**src/rtl/jpt_pkg.sv**
```systemverilog
// Package: shared types and helpers for the jitter peak tracker.
// Assumes: nothing beyond IEEE 1800-2017.
package jpt_pkg;

    // Interval counter state: idle (waiting for a transition) or running.
    typedef enum logic {
        CTR_IDLE = 1'b0,
        CTR_RUN  = 1'b1
    } ctr_state_t;

    // Width needed to hold counts 0 .. limit-1.
    function automatic int unsigned count_width(input int unsigned limit);
        return (limit < 2) ? 1 : $clog2(limit);
    endfunction

endpackage

```
**src/rtl/jpt_edge_qual.sv**
```systemverilog
// Module: jpt_edge_qual
// Detects transitions on the sampled data line and keeps those that
// qualify for the selected mode: rising only, or both polarities.
// Assumes: data_in is already synchronous to clk.
module jpt_edge_qual (
    input  logic clk,
    input  logic rst_n,
    input  logic data_in,
    input  logic mode_total,
    output logic qual
);

    logic data_q;
    logic rise;
    logic fall;

    // Hold last cycle's data level for transition detection.
    always_ff @(posedge clk) begin
        if (!rst_n) begin
            data_q <= 1'b0;
        end else begin
            data_q <= data_in;
        end
    end

    // Classify this cycle's transition and apply the mode filter.
    always_comb begin
        rise = data_in & ~data_q;
        fall = ~data_in & data_q;
        qual = rise | (mode_total & fall);
    end

endmodule

```
**src/rtl/jpt_interval_ctr.sv**
```systemverilog
// Module: jpt_interval_ctr
// Counts sample ticks from a qualifying transition to the next bit-clock
// edge. Ignores transitions while running. Discards an interval that would
// reach LIMIT. Emits a one-cycle done pulse with the finished count.
// Assumes: abort (start or external clock) takes precedence over all else.
module jpt_interval_ctr
    import jpt_pkg::*;
#(
    parameter int unsigned LIMIT = 100,
    parameter int unsigned CNT_W = count_width(LIMIT)
) (
    input  logic             clk,
    input  logic             rst_n,
    input  logic             qual,
    input  logic             bit_edge,
    input  logic             tick,
    input  logic             abort,
    output logic             done,
    output logic [CNT_W-1:0] interval,
    output logic             busy,
    output logic [CNT_W-1:0] count_cur
);

    localparam logic [CNT_W-1:0] CNT_LAST = CNT_W'(LIMIT - 1);
    localparam logic [CNT_W-1:0] CNT_ZERO = '0;

    ctr_state_t       state;
    logic [CNT_W-1:0] cnt;

    // Run the idle/count sequence and latch the result on a bit-clock edge.
    always_ff @(posedge clk) begin
        if (!rst_n) begin
            state    <= CTR_IDLE;
            cnt      <= CNT_ZERO;
            done     <= 1'b0;
            interval <= CNT_ZERO;
        end else begin
            done <= 1'b0;
            if (abort) begin
                state <= CTR_IDLE;
            end else begin
                unique case (state)
                    CTR_IDLE: begin
                        if (qual) begin
                            state <= CTR_RUN;
                            cnt   <= CNT_ZERO;
                        end
                    end
                    CTR_RUN: begin
                        if (bit_edge) begin
                            state    <= CTR_IDLE;
                            done     <= 1'b1;
                            interval <= cnt;
                        end else if (tick) begin
                            if (cnt == CNT_LAST) begin
                                state <= CTR_IDLE;
                            end else begin
                                cnt <= cnt + 1'b1;
                            end
                        end
                    end
                    default: state <= CTR_IDLE;
                endcase
            end
        end
    end

    // Expose the running state for observation.
    always_comb begin
        busy      = (state == CTR_RUN);
        count_cur = cnt;
    end

endmodule

```
**src/rtl/jpt_peak_track.sv**
```systemverilog
// Module: jpt_peak_track
// Keeps a minimum store and a spread store (maximum minus minimum) over
// the completed intervals of one test. The maximum is implied by their sum.
// Assumes: done is a one-cycle pulse; start has priority over done.
module jpt_peak_track #(
    parameter int unsigned CNT_W = 7
) (
    input  logic             clk,
    input  logic             rst_n,
    input  logic             start,
    input  logic             done,
    input  logic [CNT_W-1:0] interval,
    output logic [CNT_W-1:0] low_o,
    output logic [CNT_W-1:0] spread_o
);

    localparam int unsigned SUM_W = CNT_W + 1;

    logic             have_first;
    logic [CNT_W-1:0] low_q;
    logic [CNT_W-1:0] spread_q;
    logic [SUM_W-1:0] high_sum;
    logic             below_low;
    logic             above_high;

    // Form the implied maximum and compare the new interval against both bounds.
    always_comb begin
        high_sum   = {1'b0, low_q} + {1'b0, spread_q};
        below_low  = (interval < low_q);
        above_high = ({1'b0, interval} > high_sum);
    end

    // Update the minimum and spread stores on each completed interval.
    always_ff @(posedge clk) begin
        if (!rst_n) begin
            have_first <= 1'b0;
            low_q      <= '0;
            spread_q   <= '0;
        end else if (start) begin
            have_first <= 1'b0;
            low_q      <= '0;
            spread_q   <= '0;
        end else if (done) begin
            if (!have_first) begin
                have_first <= 1'b1;
                low_q      <= interval;
                spread_q   <= '0;
            end else if (below_low) begin
                low_q    <= interval;
                spread_q <= spread_q + (low_q - interval);
            end else if (above_high) begin
                spread_q <= interval - low_q;
            end
        end
    end

    // Drive the stored values out.
    always_comb begin
        low_o    = low_q;
        spread_o = spread_q;
    end

endmodule

```
**src/rtl/jpt_dac_scale.sv**
```systemverilog
// Module: jpt_dac_scale
// Maps an interval in percent onto a converter code in which FS_PCT
// percent is full scale. Saturates above that.
// Assumes: FS_PCT is nonzero.
module jpt_dac_scale #(
    parameter int unsigned CNT_W  = 7,
    parameter int unsigned DAC_W  = 8,
    parameter int unsigned FS_PCT = 10
) (
    input  logic [CNT_W-1:0] count_in,
    output logic [DAC_W-1:0] code
);

    localparam int unsigned    PROD_W   = CNT_W + DAC_W;
    localparam logic [DAC_W-1:0] CODE_MAX = {DAC_W{1'b1}};
    localparam logic [PROD_W-1:0] FS_EXT  = PROD_W'(FS_PCT);

    logic [PROD_W-1:0] product;
    logic [PROD_W-1:0] quotient;

    // Scale the count and clamp it at full scale.
    always_comb begin
        product  = PROD_W'(count_in) * PROD_W'(CODE_MAX);
        quotient = product / FS_EXT;
        if (PROD_W'(count_in) >= FS_EXT) begin
            code = CODE_MAX;
        end else begin
            code = quotient[DAC_W-1:0];
        end
    end

endmodule

```
**src/rtl/jitter_peak_tracker.sv**
```systemverilog
// Module: jitter_peak_tracker (top)
// Measures peak-to-peak edge-to-clock timing spread in percent of a bit
// period, using a sample tick at one hundred times the bit rate.
// Assumes: all inputs are synchronous to clk; bit_edge is a one-cycle pulse.
module jitter_peak_tracker
    import jpt_pkg::*;
#(
    parameter int unsigned LIMIT  = 100,
    parameter int unsigned FS_PCT = 10,
    parameter int unsigned DAC_W  = 8,
    parameter int unsigned CNT_W  = count_width(LIMIT)
) (
    input  logic             clk,
    input  logic             rst_n,
    input  logic             data_in,
    input  logic             bit_edge,
    input  logic             tick,
    input  logic             mode_total,
    input  logic             start,
    input  logic             ext_sel,
    output logic [CNT_W-1:0] jitter_pct,
    output logic [CNT_W-1:0] last_count,
    output logic [DAC_W-1:0] dac_code
);

    logic             edge_ok;
    logic             ctr_abort;
    logic             ctr_done;
    logic             ctr_busy;
    logic [CNT_W-1:0] ctr_count;
    logic [CNT_W-1:0] ctr_interval;
    logic [CNT_W-1:0] trk_low;
    logic [CNT_W-1:0] trk_spread;

    // A new test or an external clock stops any running interval.
    always_comb begin
        ctr_abort = start | ext_sel;
    end

    jpt_edge_qual u_edge (
        .clk        (clk),
        .rst_n      (rst_n),
        .data_in    (data_in),
        .mode_total (mode_total),
        .qual       (edge_ok)
    );

    jpt_interval_ctr #(
        .LIMIT (LIMIT),
        .CNT_W (CNT_W)
    ) u_ctr (
        .clk       (clk),
        .rst_n     (rst_n),
        .qual      (edge_ok),
        .bit_edge  (bit_edge),
        .tick      (tick),
        .abort     (ctr_abort),
        .done      (ctr_done),
        .interval  (ctr_interval),
        .busy      (ctr_busy),
        .count_cur (ctr_count)
    );

    jpt_peak_track #(
        .CNT_W (CNT_W)
    ) u_trk (
        .clk      (clk),
        .rst_n    (rst_n),
        .start    (start),
        .done     (ctr_done),
        .interval (ctr_interval),
        .low_o    (trk_low),
        .spread_o (trk_spread)
    );

    jpt_dac_scale #(
        .CNT_W  (CNT_W),
        .DAC_W  (DAC_W),
        .FS_PCT (FS_PCT)
    ) u_dac (
        .count_in (ctr_interval),
        .code     (dac_code)
    );

    // Drive the measurement outputs.
    always_comb begin
        jitter_pct = trk_spread;
        last_count = ctr_interval;
    end

endmodule

```
**config.mk**
```make
export PLATFORM = sky130hd
export DESIGN_NAME = jitter_peak_tracker
export DESIGN_NICKNAME = d
export VERILOG_FILES = /design/src/rtl/jpt_pkg.sv /design/src/rtl/jpt_edge_qual.sv /design/src/rtl/jpt_interval_ctr.sv /design/src/rtl/jpt_peak_track.sv /design/src/rtl/jpt_dac_scale.sv /design/src/rtl/jitter_peak_tracker.sv
export SDC_FILE = /design/constraint.sdc
export NUM_CORES = 1
export LEC_CHECK = 0
export BUFFER_PORTS_ARGS = -buffer_cell sky130_fd_sc_hd__clkbuf_2
export CAP_MARGIN = 20
export CORE_MARGIN = 2
export CORE_UTILIZATION = 46
export DETAILED_ROUTE_END_ITERATION = 10
export SLEW_MARGIN = 40
export SYNTH_ARGS = -nofsm -noshare
export SYNTH_HDL_FRONTEND = slang
export SYNTH_SLANG_ARGS = --single-unit
export TNS_END_PERCENT = 50
```
**constraint.sdc**
```tcl
create_clock -name clk -period 13.2 [get_ports clk]
set_input_delay 2.64 -clock clk [delete_from_list [all_inputs] [get_ports clk]]
set_output_delay 2.64 -clock clk [all_outputs]
set_load 0.02 [all_outputs]
```
==> results.json, run 1 <==
{
  "outcome": "finished clean",
  "power_density_nw_per_um2": 41.0,
  "mappedNetlistArea_um2": 5570,
  "clock_period_minus_worst_slack_ps": 11560,
  "clock_sinks": 32,
  "setup_viol": 0,
  "gp_congestion": 0.905,
  "layoutNonFillerInstCount": 866,
  "finalClockSkew_ps": 5.05,
  "placedCellCount": 858,
  "detailedPlace.worstSlack_ps": 1850,
  "final_cycle_utilization_of_the_critical_path_pct": 87.6,
  "pin_count_of_the_biggest_net_entering_global_routing": 21,
  "max_clock_freq_ghz": 0.0865,
  "die_extent_in_x_um": 114,
  "root_buffer": "sky130_fd_sc_hd__clkbuf_16",
  "static-leakage-power_nw": 2.65,
  "drtAntennaViolNets": 0,
  "synth_cell_types": 81,
  "final_max_slew_viol_count": 0,
  "timing_worst_setup_path_type": "reg2out",
  "layout.filler_cells": 1150,
  "rsz_0062_raised_after_global_routing": "false",
  "mean_number_of_vias_per_cell": 5.83,
  "htree_num_levels": 2,
  "cp_data_required_time_ps": 10560,
  "power_share_of_the_sequential_group_pct": 39.6,
  "critical_path.max_fanout": 20,
  "power.combinational.fraction_pct": 2.5,
  "drt_iter0_drcs": 434,
  "netSwitchingPower_mw": 0.0474,
  "setup.worst_path.start_class": "flip-flop",
  "drt-pass1-iter-count": 5,
  "number_of_antenna_violations_at_the_first_check_in_global_routing": 0,
  "arrival_time_reported_for_the_critical_path_endpoint_ps": 8920,
  "clock_power_share_pct": 57.8,
  "max-slew-margin-rel_pct": 48.1,
  "synth_flop_cell": "sky130_fd_sc_hd__dfxtp_1",
  "syn-num-nets": 809,
  "layout_setup_ws_ps": 1640,
  "worstSkewPairLatency_ps": 280,
  "syn_inst": 704,
  "avgSynthCellArea_um2": 7.92,
  "worst_path_largest_cell_delay_ps": 760,
  "peakVddDrop_v": 0.0000611,
  "cts_repair_resize_count": 0,
  "die_area_um2": 13000,
  "gr-usage-all-layers_pct": 21.2,
  "boundaryPins": 30,
  "core_um2": 11900,
  "post_cts_hold_buffer_count": 0,
  "initial_utilization_pct": 46.8,
  "p_sw_share_pct": 19.2,
  "async_flop_share_pct": 0,
  "synth.yosys.warnings": 0,
  "placement_rows": 40,
  "register_bit_count_reported_by_yosys": 32,
  "gr-total-overflow": 0,
  "timing_worst_slew_pin_value_ps": 773,
  "die_height_um": 114,
  "area.growth.synth_to_final_pct": 7.86,
  "grt_pass1_wl_mm": 22.9,
  "holdCritPathClass": "reg2reg",
  "synth_seq_area_share_pct": 11.5,
  "cap_violations": 0,
  "drc": 0,
  "number_of_vias_in_the_routed_layout": 5046,
  "fraction_of_layout_cells_with_a_size_suffix_above_1_pct": 11.3,
  "tritoncts.num_buffers": 5,
  "num-nets-final": 823,
  "cts_tree": "yes",
  "dp_hpwl_mm": 10.6,
  "cts_post_setup_buffers_inserted": 0,
  "port_buf_inserts": 29,
  "finalHoldViolations": 0,
  "edff_count_synth": 0,
  "critical-path-slowest-cell": "sky130_fd_sc_hd__fa_1",
  "path_clk_slew_ps": 60,
  "internal_pwr_total_mw": 0.199,
  "vias_in_the_first_global_route": 4815,
  "antenna-diode-count": 0,
  "fin_tns_setup_ps": 0,
  "wl_per_cell_um": 15.6,
  "cp_endpoint_kind": "primary output",
  "cts-root-to-sink-buffers": 2,
  "wl_mm": 13.5
}
==> cells in the final DEF, fill, tap and decap left out, types with 4 or more instances in the layout <==
master,instances
sky130_fd_sc_hd__ha_1,71
sky130_fd_sc_hd__inv_1,65
sky130_fd_sc_hd__nand2_1,58
sky130_fd_sc_hd__nor2_1,53
sky130_fd_sc_hd__a21oi_1,43
sky130_fd_sc_hd__o21ai_0,33
sky130_fd_sc_hd__dfxtp_1,32
sky130_fd_sc_hd__clkbuf_2,29
sky130_fd_sc_hd__fa_1,26
sky130_fd_sc_hd__xnor2_1,23
sky130_fd_sc_hd__nand3_1,22
sky130_fd_sc_hd__a21o_1,20
sky130_fd_sc_hd__xor2_1,16
sky130_fd_sc_hd__nor2b_1,12
sky130_fd_sc_hd__nor3_1,11
sky130_fd_sc_hd__o211ai_1,10
sky130_fd_sc_hd__nand4_1,9
sky130_fd_sc_hd__mux2i_1,9
sky130_fd_sc_hd__o21a_1,8
sky130_fd_sc_hd__nand2b_1,8
sky130_fd_sc_hd__a31oi_1,8
sky130_fd_sc_hd__nand3b_1,8
sky130_fd_sc_hd__or3_1,7
sky130_fd_sc_hd__and3_1,7
sky130_fd_sc_hd__nor4_1,6
sky130_fd_sc_hd__o21ai_1,6
sky130_fd_sc_hd__mux2_2,5
sky130_fd_sc_hd__and2_1,5
sky130_fd_sc_hd__o31ai_1,5
sky130_fd_sc_hd__nor3b_1,5
sky130_fd_sc_hd__o2111ai_1,5
sky130_fd_sc_hd__clkbuf_16,5
sky130_fd_sc_hd__o21bai_1,4
sky130_fd_sc_hd__a22oi_1,4
sky130_fd_sc_hd__nor2_2,4
==> cell families after synthesis <==
| kind of cell | count (synthesis) | share of synthesized area [%] |
|---|---|---|
| AND/OR/NAND/NOR | 228 | 21.1 |
| AO/OA/AOI/OAI | 194 | 24.5 |
| adder cells (fa/ha/maj) | 99 | 25.6 |
| buffers and inverters | 90 | 6.51 |
| XOR/XNOR | 43 | 7.03 |
| flip-flops | 32 | 11.5 |
| multiplexers | 18 | 3.75 |
==> synth_stat cells (4+ instances only) <==
| cell type | count | area, um2 |
|---|---|---|
| sky130_fd_sc_hd__a31oi_1 | 8 | 50.1 |
| sky130_fd_sc_hd__o21ai_1 | 5 | 25.0 |
| sky130_fd_sc_hd__nor2b_1 | 12 | 75.1 |
| sky130_fd_sc_hd__mux2i_1 | 10 | 100 |
| sky130_fd_sc_hd__a21oi_1 | 44 | 220 |
| sky130_fd_sc_hd__xnor2_1 | 24 | 210 |
| sky130_fd_sc_hd__dfxtp_1 | 32 | 641 |
| sky130_fd_sc_hd__inv_1 | 65 | 244 |
| sky130_fd_sc_hd__nand3b_1 | 8 | 60.1 |
| sky130_fd_sc_hd__buf_2 | 8 | 40.0 |
| sky130_fd_sc_hd__xor2_1 | 17 | 149 |
| sky130_fd_sc_hd__mux2_2 | 5 | 56.3 |
| sky130_fd_sc_hd__nand2_1 | 58 | 218 |
| sky130_fd_sc_hd__o2111ai_1 | 5 | 43.8 |
| sky130_fd_sc_hd__a21o_1 | 20 | 150 |
| sky130_fd_sc_hd__fa_1 | 26 | 521 |
| sky130_fd_sc_hd__and3_1 | 7 | 43.8 |
| sky130_fd_sc_hd__nand2b_1 | 8 | 50.1 |
| sky130_fd_sc_hd__o21bai_1 | 4 | 30.0 |
| sky130_fd_sc_hd__nor3b_1 | 5 | 37.5 |
| sky130_fd_sc_hd__nor4_1 | 6 | 37.5 |
| sky130_fd_sc_hd__o21ai_0 | 34 | 170 |
| sky130_fd_sc_hd__nor3_1 | 11 | 55.1 |
| sky130_fd_sc_hd__clkbuf_1 | 13 | 48.8 |
| sky130_fd_sc_hd__a22oi_1 | 4 | 30.0 |
| sky130_fd_sc_hd__o211ai_1 | 10 | 75.1 |
| sky130_fd_sc_hd__or3_1 | 7 | 43.8 |
| sky130_fd_sc_hd__nor2_1 | 53 | 199 |
| sky130_fd_sc_hd__nor2_2 | 4 | 25.0 |
| sky130_fd_sc_hd__o21a_1 | 8 | 60.1 |
| sky130_fd_sc_hd__and2_1 | 5 | 31.3 |
| sky130_fd_sc_hd__nand4_1 | 9 | 56.3 |
| sky130_fd_sc_hd__o31ai_1 | 5 | 37.5 |
| sky130_fd_sc_hd__ha_1 | 71 | 888 |
| sky130_fd_sc_hd__nand3_1 | 22 | 110 |
==> power groups by stage <==
stage | clock [mW] | combinational, mW | sequential, mW
6_report | 0.142 | 0.00624 | 0.0977
5_1_grt | 0.150 | 0.00714 | 0.0977
4_1_cts | 0.146 | 0.00633 | 0.0976
3_5_place_dp | 0 | 0.00628 | 0.0997
3_3_place_gp | 0 | 0.00610 | 0.0997
2_1_floorplan | 0 | 0.00404 | 0.0995
==> final timing paths <==
check,start,to,slack [ps],cells after the start
setup / recovery,u_ctr.interval[1],dac_code[0],1640,30
hold / removal,u_trk.spread_o[4],u_trk.spread_o[4],500,2
setup reg to reg,u_ctr.interval[0],u_trk.spread_o[2],9380,15
hold reg to reg,u_trk.spread_o[4],u_trk.spread_o[4],500,2
==> layout make-up <==
type	instances	area (um2)	share of cell area, %
clock inverter	1	30.0	0.499
multi-input combinational	582	4590	76.4
timing repair buffer	32	168	2.79
inverter	65	244	4.06
sequential	32	641	10.7
tap	147	184	3.06
clock buffer	7	153	2.54
==> critical path, delay by kind of cell, from the launching register on <==
kind                     cells  cell delay (ps)
XOR/XNOR                     1              160
flip-flops                   1              470
buffers and inverters        6              690
adder cells (fa/ha/maj)      5             2660
AO/OA/AOI/OAI               13             3100
AND/OR/NAND/NOR              4             1210
multiplexers                 1              350
==> stage by stage <==
step | power, mW | area (um2) | hold slack, ps | utilization, %
after global routing | 0.254 | 6010 | 529 | 50.5
after detailed placement | 0.106 | 5820 | 500 | 48.8
after floorplan | 0.104 | 5570 | 455 | -
final | 0.246 | 6010 | 501 | 50.5
after CTS | 0.250 | 6000 | 512 | 50.4
after global placement | 0.106 | 5810 | 485 | 48.8
==> metal layers <==
layer  share of wire [%]  track usage [%]
met4                 1.2             4.63
met5                   0                0
met2                  48             35.8
met1                  48             29.5
met3                 3.0             2.22
==> sequential cells by signal, indices dropped and copies added, names as in the netlist <==
signal,count
u_ctr.busy,1
u_ctr.interval,7
u_trk.spread_o,7
u_trk.have_first,1
u_ctr.done,1
u_edge.data_q,1
u_trk.low_o,7
u_ctr.count_cur,7
Note: power is estimated with default switching activity, not from simulation.
==> inputs of run 2 (changes only) <==
--- a/config.mk
+++ b/config.mk
@@ -5,7 +5,7 @@
 export SDC_FILE = /design/constraint.sdc
 export NUM_CORES = 1
 export LEC_CHECK = 0
-export BUFFER_PORTS_ARGS = -buffer_cell sky130_fd_sc_hd__clkbuf_2
+export BUFFER_PORTS_ARGS = -buffer_cell sky130_fd_sc_hd__buf_2
 export CAP_MARGIN = 20
 export CORE_MARGIN = 2
 export CORE_UTILIZATION = 46
==> run 2 against run 1 <==
Against the previous run: wire length up 0.59%; worst setup slack worse by 23 ps; cell count unchanged; sequential cell count unchanged; core utilization down 0.30 points; die area unchanged.
==> results.json, run 2 (synthesized netlist as in run 1, its figures left out) <==
{
  "outcome": "finished clean",
  "path_clk_slew_ps": 50,
  "post_cts_hold_buffer_count": 0,
  "worst_path_largest_cell_delay_ps": 760,
  "clock_period_minus_worst_slack_ps": 11580,
  "number_of_antenna_violations_at_the_first_check_in_global_routing": 0,
  "rsz_0062_raised_after_global_routing": "false",
  "initial_utilization_pct": 46.8,
  "gr-total-overflow": 0,
  "power_share_of_the_sequential_group_pct": 44.0,
  "worstSkewPairLatency_ps": 280,
  "cts_post_setup_buffers_inserted": 0,
  "cp_top_family": "compound AO/OA/AOI/OAI gates",
  "critical_path.max_fanout": 20,
  "cp_data_required_time_ps": 10560,
  "gr-usage-all-layers_pct": 21.4,
  "max-slew-margin-rel_pct": 48.8,
  "cp.buffers_inverters": 6,
  "setup.worst_path.start_class": "flip-flop",
  "finalClockSkew_ps": 4.66,
  "die_area_um2": 13000,
  "critical-path-slowest-cell": "sky130_fd_sc_hd__fa_1",
  "hold-worst-slack_ps": 495,
  "final_cell_mix": "sky130_fd_sc_hd__ha_1, sky130_fd_sc_hd__inv_1, sky130_fd_sc_hd__nand2_1",
  "arrival_time_reported_for_the_critical_path_endpoint_ps": 8940,
  "timing_worst_setup_path_type": "reg2out",
  "fin_tns_setup_ps": 0,
  "layout_setup_ws_ps": 1620,
  "vias_in_the_first_global_route": 4871,
  "finalHoldViolations": 0,
  "cap_violations": 0,
  "setup_viol": 0,
  "gp_congestion": 0.928,
  "cp_endpoint_kind": "primary output",
  "detailedPlace.worstSlack_ps": 1940,
  "mean_number_of_vias_per_cell": 5.91,
  "p_sw_share_pct": 21.2,
  "clock_sinks": 32,
  "core_um2": 11900,
  "antenna-diode-count": 0,
  "fraction_of_layout_cells_with_a_size_suffix_above_1_pct": 11.0,
  "power_density_nw_per_um2": 37.1,
  "holdCritPathClass": "reg2reg",
  "cts-root-to-sink-buffers": 2,
  "final_max_slew_viol_count": 0,
  "drtAntennaViolNets": 0,
  "number_of_vias_in_the_routed_layout": 5116,
  "layout.cells.most_common": "sky130_fd_sc_hd__ha_1",
  "grt_pass1_wl_mm": 23.1,
  "power.combinational.fraction_pct": 2.8,
  "peakVddDrop_v": 0.0000523,
  "cts_repair_resize_count": 0,
  "timing_worst_slew_pin_value_ps": 766,
  "drt_iter0_drcs": 439,
  "min-delay-start": "u_trk.spread_o[3]",
  "finalInstanceArea_um2": 5980,
  "boundaryPins": 30,
  "dp_hpwl_mm": 10.8,
  "internal_pwr_total_mw": 0.175,
  "final_cycle_utilization_of_the_critical_path_pct": 87.7,
  "clock_power_share_pct": 53.2,
  "drc": 0,
  "die_extent_in_x_um": 114,
  "tritoncts.num_buffers": 5,
  "root_buffer": "sky130_fd_sc_hd__clkbuf_16",
  "drt-pass1-iter-count": 5,
  "placement.cell_area_um2": 5820,
  "layout.filler_cells": 1182,
  "max_clock_freq_ghz": 0.0864,
  "num-nets-final": 823,
  "pin_count_of_the_biggest_net_entering_global_routing": 21,
  "htree_num_levels": 2,
  "wl_mm": 13.6,
  "area.growth.synth_to_final_pct": 7.21,
  "core_util_final_pct": 50.2,
  "worst_setup_path_startpoint": "u_ctr.interval[1]",
  "placement_rows": 40,
  "port_buf_inserts": 29,
  "netSwitchingPower_mw": 0.0471,
  "worst_r2r_startpoint": "u_ctr.interval[0]",
  "cts_tree": "yes",
  "wl_per_cell_um": 15.7,
  "die_height_um": 114,
  "static-leakage-power_nw": 2.65
}
[run 2: cell types whose count changed in the layout (fill, tap and decap cells not counted), sizes merged]
cell | before | now
clkbuf | 36 | 8
buf | 3 | 32
bufinv | 1 | 0
[run 2: tightest hold or removal path, stage by stage (launching register included)]
cell                      delay (ps)
sky130_fd_sc_hd__dfxtp_1         330
sky130_fd_sc_hd__nand2_1          60
sky130_fd_sc_hd__a21oi_1          50
[run 2: final timing paths]
| path | to | slack [ps] | cells past startpoint |
|---|---|---|---|
| worst max-delay path | dac_code[0] | 1620 | 30 |
| worst min-delay path | u_trk.spread_o[3] | 500 | 2 |
| worst max register to register | u_trk.spread_o[2] | 9410 | 15 |
| worst min register to register | u_trk.spread_o[3] | 500 | 2 |
[run 2: area by class of cell]
| type | instances | area, um2 | share of cell area (%) |
|---|---|---|---|
| timing repair buffer | 32 | 168 | 2.81 |
| multi-input combinational | 582 | 4590 | 76.9 |
| sequential | 32 | 641 | 10.7 |
| clock buffer | 8 | 146 | 2.45 |
| tap | 147 | 184 | 3.08 |
| inverter | 65 | 244 | 4.08 |
[run 2: metal layers]
| layer | part of all wire [%] | routed length [um] | track usage, % | vias up |
|---|---|---|---|---|
| met5 | 0 | 0 | 0 | - |
| li1 | - | - | - | 2546 |
| met4 | 2.3 | 309 | 6.18 | 0 |
| met2 | 47 | 6370 | 35.8 | 131 |
| met1 | 47 | 6390 | 29.4 | 2409 |
| met3 | 3.6 | 487 | 2.22 | 30 |
[run 2: power groups by stage]
stage | Clock, mW | Combinational (mW) | Sequential [mW]
6_report | 0.118 | 0.00624 | 0.0976
5_1_grt | 0.126 | 0.00699 | 0.0976
4_1_cts | 0.122 | 0.00633 | 0.0976
3_5_place_dp | 0 | 0.00630 | 0.0997
3_3_place_gp | 0 | 0.00610 | 0.0997
2_1_floorplan | 0 | 0.00404 | 0.0995
[run 2: stage by stage]
step                power (mW)  instances
finish                   0.222        866
global route             0.230        866
CTS                      0.226        866
detailed placement       0.106        858
global placement         0.106        858
floorplan                0.104        704
==> inputs of run 3 (changes only) <==
--- a/config.mk
+++ b/config.mk
@@ -5,7 +5,8 @@
 export SDC_FILE = /design/constraint.sdc
 export NUM_CORES = 1
 export LEC_CHECK = 0
-export BUFFER_PORTS_ARGS = -buffer_cell sky130_fd_sc_hd__buf_2
+export ABC_AREA = 1
+export BUFFER_PORTS_ARGS = -buffer_cell sky130_fd_sc_hd__buf_4
 export CAP_MARGIN = 20
 export CORE_MARGIN = 2
 export CORE_UTILIZATION = 46
==> run 3 against run 2 <==
Against the previous run: non-clock buffer count shrank 3; cell count rose by 3.7%; synthesized area decreased by 12%; clock skew increased by 10 ps; final area shrank 9.9%; first-iteration DRC count shrank 53%; register-to-register slack lost 490 ps; clock power decreased by 17%; die area shrank 12%; worst setup slack better by 660 ps; critical endpoint unchanged.
==> results.json, run 3 <==
{
  "number_of_vias_in_the_routed_layout": 4559,
  "timing_worst_slew_pin_value_ps": 621,
  "final_cell_mix": "sky130_fd_sc_hd__nand2_1, sky130_fd_sc_hd__inv_1, sky130_fd_sc_hd__ha_1",
  "edff_count_synth": 0,
  "holdCritPathClass": "reg2reg",
  "fin_tns_setup_ps": 0,
  "dp_hpwl_mm": 9.27,
  "pin_count_of_the_biggest_net_entering_global_routing": 16,
  "routed.top_layer": "met4",
  "r2r.worst_path.cells": 19,
  "layout_setup_ws_ps": 2280,
  "rsz_0062_raised_after_global_routing": "false",
  "avgSynthCellArea_um2": 6.72,
  "synth.yosys.warnings": 0,
  "r2r-end": "u_trk.spread_o[4]",
  "wl_mm": 11.0,
  "wl_per_cell_um": 12.3,
  "worst_setup_path_startpoint": "u_ctr.interval[1]",
  "layout.filler_cells": 1046,
  "syn-num-nets": 832,
  "cts-root-to-sink-buffers": 2,
  "clock_sinks": 32,
  "whs_path_depth": 2,
  "gr-usage-all-layers_pct": 20.2,
  "cts_repair_resize_count": 0,
  "tritoncts.num_buffers": 5,
  "placement.cell_area_um2": 5280,
  "synth_seq_area_share_pct": 13.1,
  "synthTopCellsByCount": "sky130_fd_sc_hd__nand2_1, sky130_fd_sc_hd__inv_1, sky130_fd_sc_hd__ha_1",
  "finalHoldViolations": 0,
  "drc": 0,
  "path_clk_slew_ps": 70,
  "worst_r2r_startpoint": "u_ctr.interval[0]",
  "core_um2": 10300,
  "worst-path-stages": 60,
  "area.growth.synth_to_final_pct": 10.2,
  "antenna-diode-count": 0,
  "die_extent_in_x_um": 107,
  "min-delay-start": "u_ctr.count_cur[0]",
  "number_of_antenna_violations_at_the_first_check_in_global_routing": 0,
  "mean_number_of_vias_per_cell": 5.08,
  "post_synth_main_area_contributors": "sky130_fd_sc_hd__ha_1, sky130_fd_sc_hd__dfxtp_1, sky130_fd_sc_hd__nand2_1, sky130_fd_sc_hd__fa_1, sky130_fd_sc_hd__inv_1",
  "synth_top_cell_area_share_pct": 18.2,
  "synth_cell_types": 38,
  "post_cts_hold_buffer_count": 0,
  "detailedPlace.worstSlack_ps": 2620,
  "crit_path_end": "dac_code[0]",
  "cp.buffers_inverters": 10,
  "grt_pass1_wl_mm": 19.4,
  "peakVddDrop_v": 0.0000791,
  "die_height_um": 107,
  "syn_inst": 727,
  "num-nets-final": 866,
  "timing_worst_setup_path_type": "reg2out",
  "drt_iter0_drcs": 208,
  "gr-total-overflow": 0,
  "gp_congestion": 0.889,
  "mappedNetlistArea_um2": 4890,
  "power_density_nw_per_um2": 65.2,
  "boundaryPins": 30,
  "met1_wire_length_mm": 5.46,
  "final_max_slew_viol_count": 0,
  "detailroute.wirelength.met3_um": 213,
  "port_buf_inserts": 29,
  "max-slew-margin-rel_pct": 58.6,
  "synth_largest_area_cell": "sky130_fd_sc_hd__ha_1",
  "static-leakage-power_nw": 3.03,
  "post-synth-top-count-cell": "sky130_fd_sc_hd__nand2_1",
  "htree_num_levels": 2,
  "detailroute.wirelength.met2_mm": 5.29,
  "cts_tree": "yes",
  "worst-r2r-setup-slack_ps": 8920,
  "cp_data_required_time_ps": 10560,
  "arrival_time_reported_for_the_critical_path_endpoint_ps": 8280,
  "max_clock_freq_ghz": 0.0916,
  "clock_period_minus_worst_slack_ps": 10920,
  "outcome": "finished clean",
  "cts_post_setup_buffers_inserted": 0,
  "cpMostUsedCell": "sky130_fd_sc_hd__nand2_1",
  "cp_endpoint_kind": "primary output",
  "fraction_of_layout_cells_with_a_size_suffix_above_1_pct": 12.6,
  "register_bit_count_reported_by_yosys": 32,
  "finalClockSkew_ps": 14.7,
  "final_cycle_utilization_of_the_critical_path_pct": 82.7,
  "setup.worst_path.start_class": "flip-flop",
  "layout.cells.most_common": "sky130_fd_sc_hd__nand2_1",
  "cp_top_family": "simple AND/OR/NAND/NOR gates",
  "cap_violations": 0,
  "vias_in_the_first_global_route": 4391,
  "initial_utilization_pct": 47.3,
  "placement_rows": 37,
  "worst_path_largest_cell_delay_ps": 770,
  "die_area_um2": 11500,
  "finalInstanceArea_um2": 5390,
  "drtAntennaViolNets": 0,
  "setup_viol": 0,
  "worstSkewPairLatency_ps": 300,
  "critical_path.max_fanout": 11,
  "synth_flop_cell": "sky130_fd_sc_hd__dfxtp_1",
  "critical-path-slowest-cell": "sky130_fd_sc_hd__fa_1",
  "drt-pass1-iter-count": 5,
  "async_flop_share_pct": 0,
  "root_buffer": "sky130_fd_sc_hd__clkbuf_8"
}
-- run 3: cells by family after synthesis --
kind of cell               after synthesis  share of synthesized area, %
buffers and inverters                  154                          11.8
and+or+nand+nor                        309                          29.0
AOI/OAI and AO/OA                      112                          12.9
DFF                                     32                          13.1
xor gates and xnor gates                23                          4.28
adders and majority gates               97                          28.8
-- run 3: routing by layer --
metal / vias up / global-route usage [%]
met2: 40 / 36.8
met5: - / 0
met1: 2106 / 25.8
met3: 7 / 2.19
met4: 0 / 3.71
li1: 2406 / -
-- run 3: how the worst min path moves through the flow --
stage          slack (ps)            endpoint
2_1_floorplan         440  u_ctr.count_cur[6]
3_3_place_gp          460  u_ctr.count_cur[6]
3_5_place_dp          490  u_ctr.count_cur[6]
4_1_cts               510  u_ctr.count_cur[0]
5_1_grt               530  u_ctr.count_cur[0]
6_report              510  u_ctr.count_cur[0]
-- run 3: worst register-to-register path: cells and delay by family, from the launching register on --
kind                     cells  cell delay [ps]
adder cells (fa/ha/maj)      1              220
AND/OR/NAND/NOR              5              540
buffers and inverters        7             1330
flip-flops                   1              470
AO/OA/AOI/OAI                6             1590
-- run 3: final cells by class --
type / count / area (um2) / area share [%]
clock buffers: 6 / 72.6 / 1.35
multi-input cells: 541 / 3680 / 68.3
repair buffers: 29 / 218 / 4.04
clock inverters: 2 / 35.0 / 0.651
flip-flops and latches: 32 / 641 / 11.9
well taps: 136 / 170 / 3.16
inverters: 152 / 571 / 10.6
-- run 3: per-stage QoR --
stage | utilization, % | total power [mW] | instances | hold WS, ps
finish | 52.2 | 0.351 | 898 | 506
CTS | 52.2 | 0.353 | 898 | 506
detailed placement | 51.1 | 0.255 | 890 | 487
floorplan | - | 0.214 | 727 | 439
global route | 52.2 | 0.376 | 898 | 530
global placement | 51.0 | 0.251 | 890 | 465
-- run 3: where the power goes --
group          switching [mW]  total (mW)  internal, mW
combinational          0.0981       0.155        0.0570
clock                  0.0415      0.0976        0.0561
sequential            0.00113      0.0983        0.0971
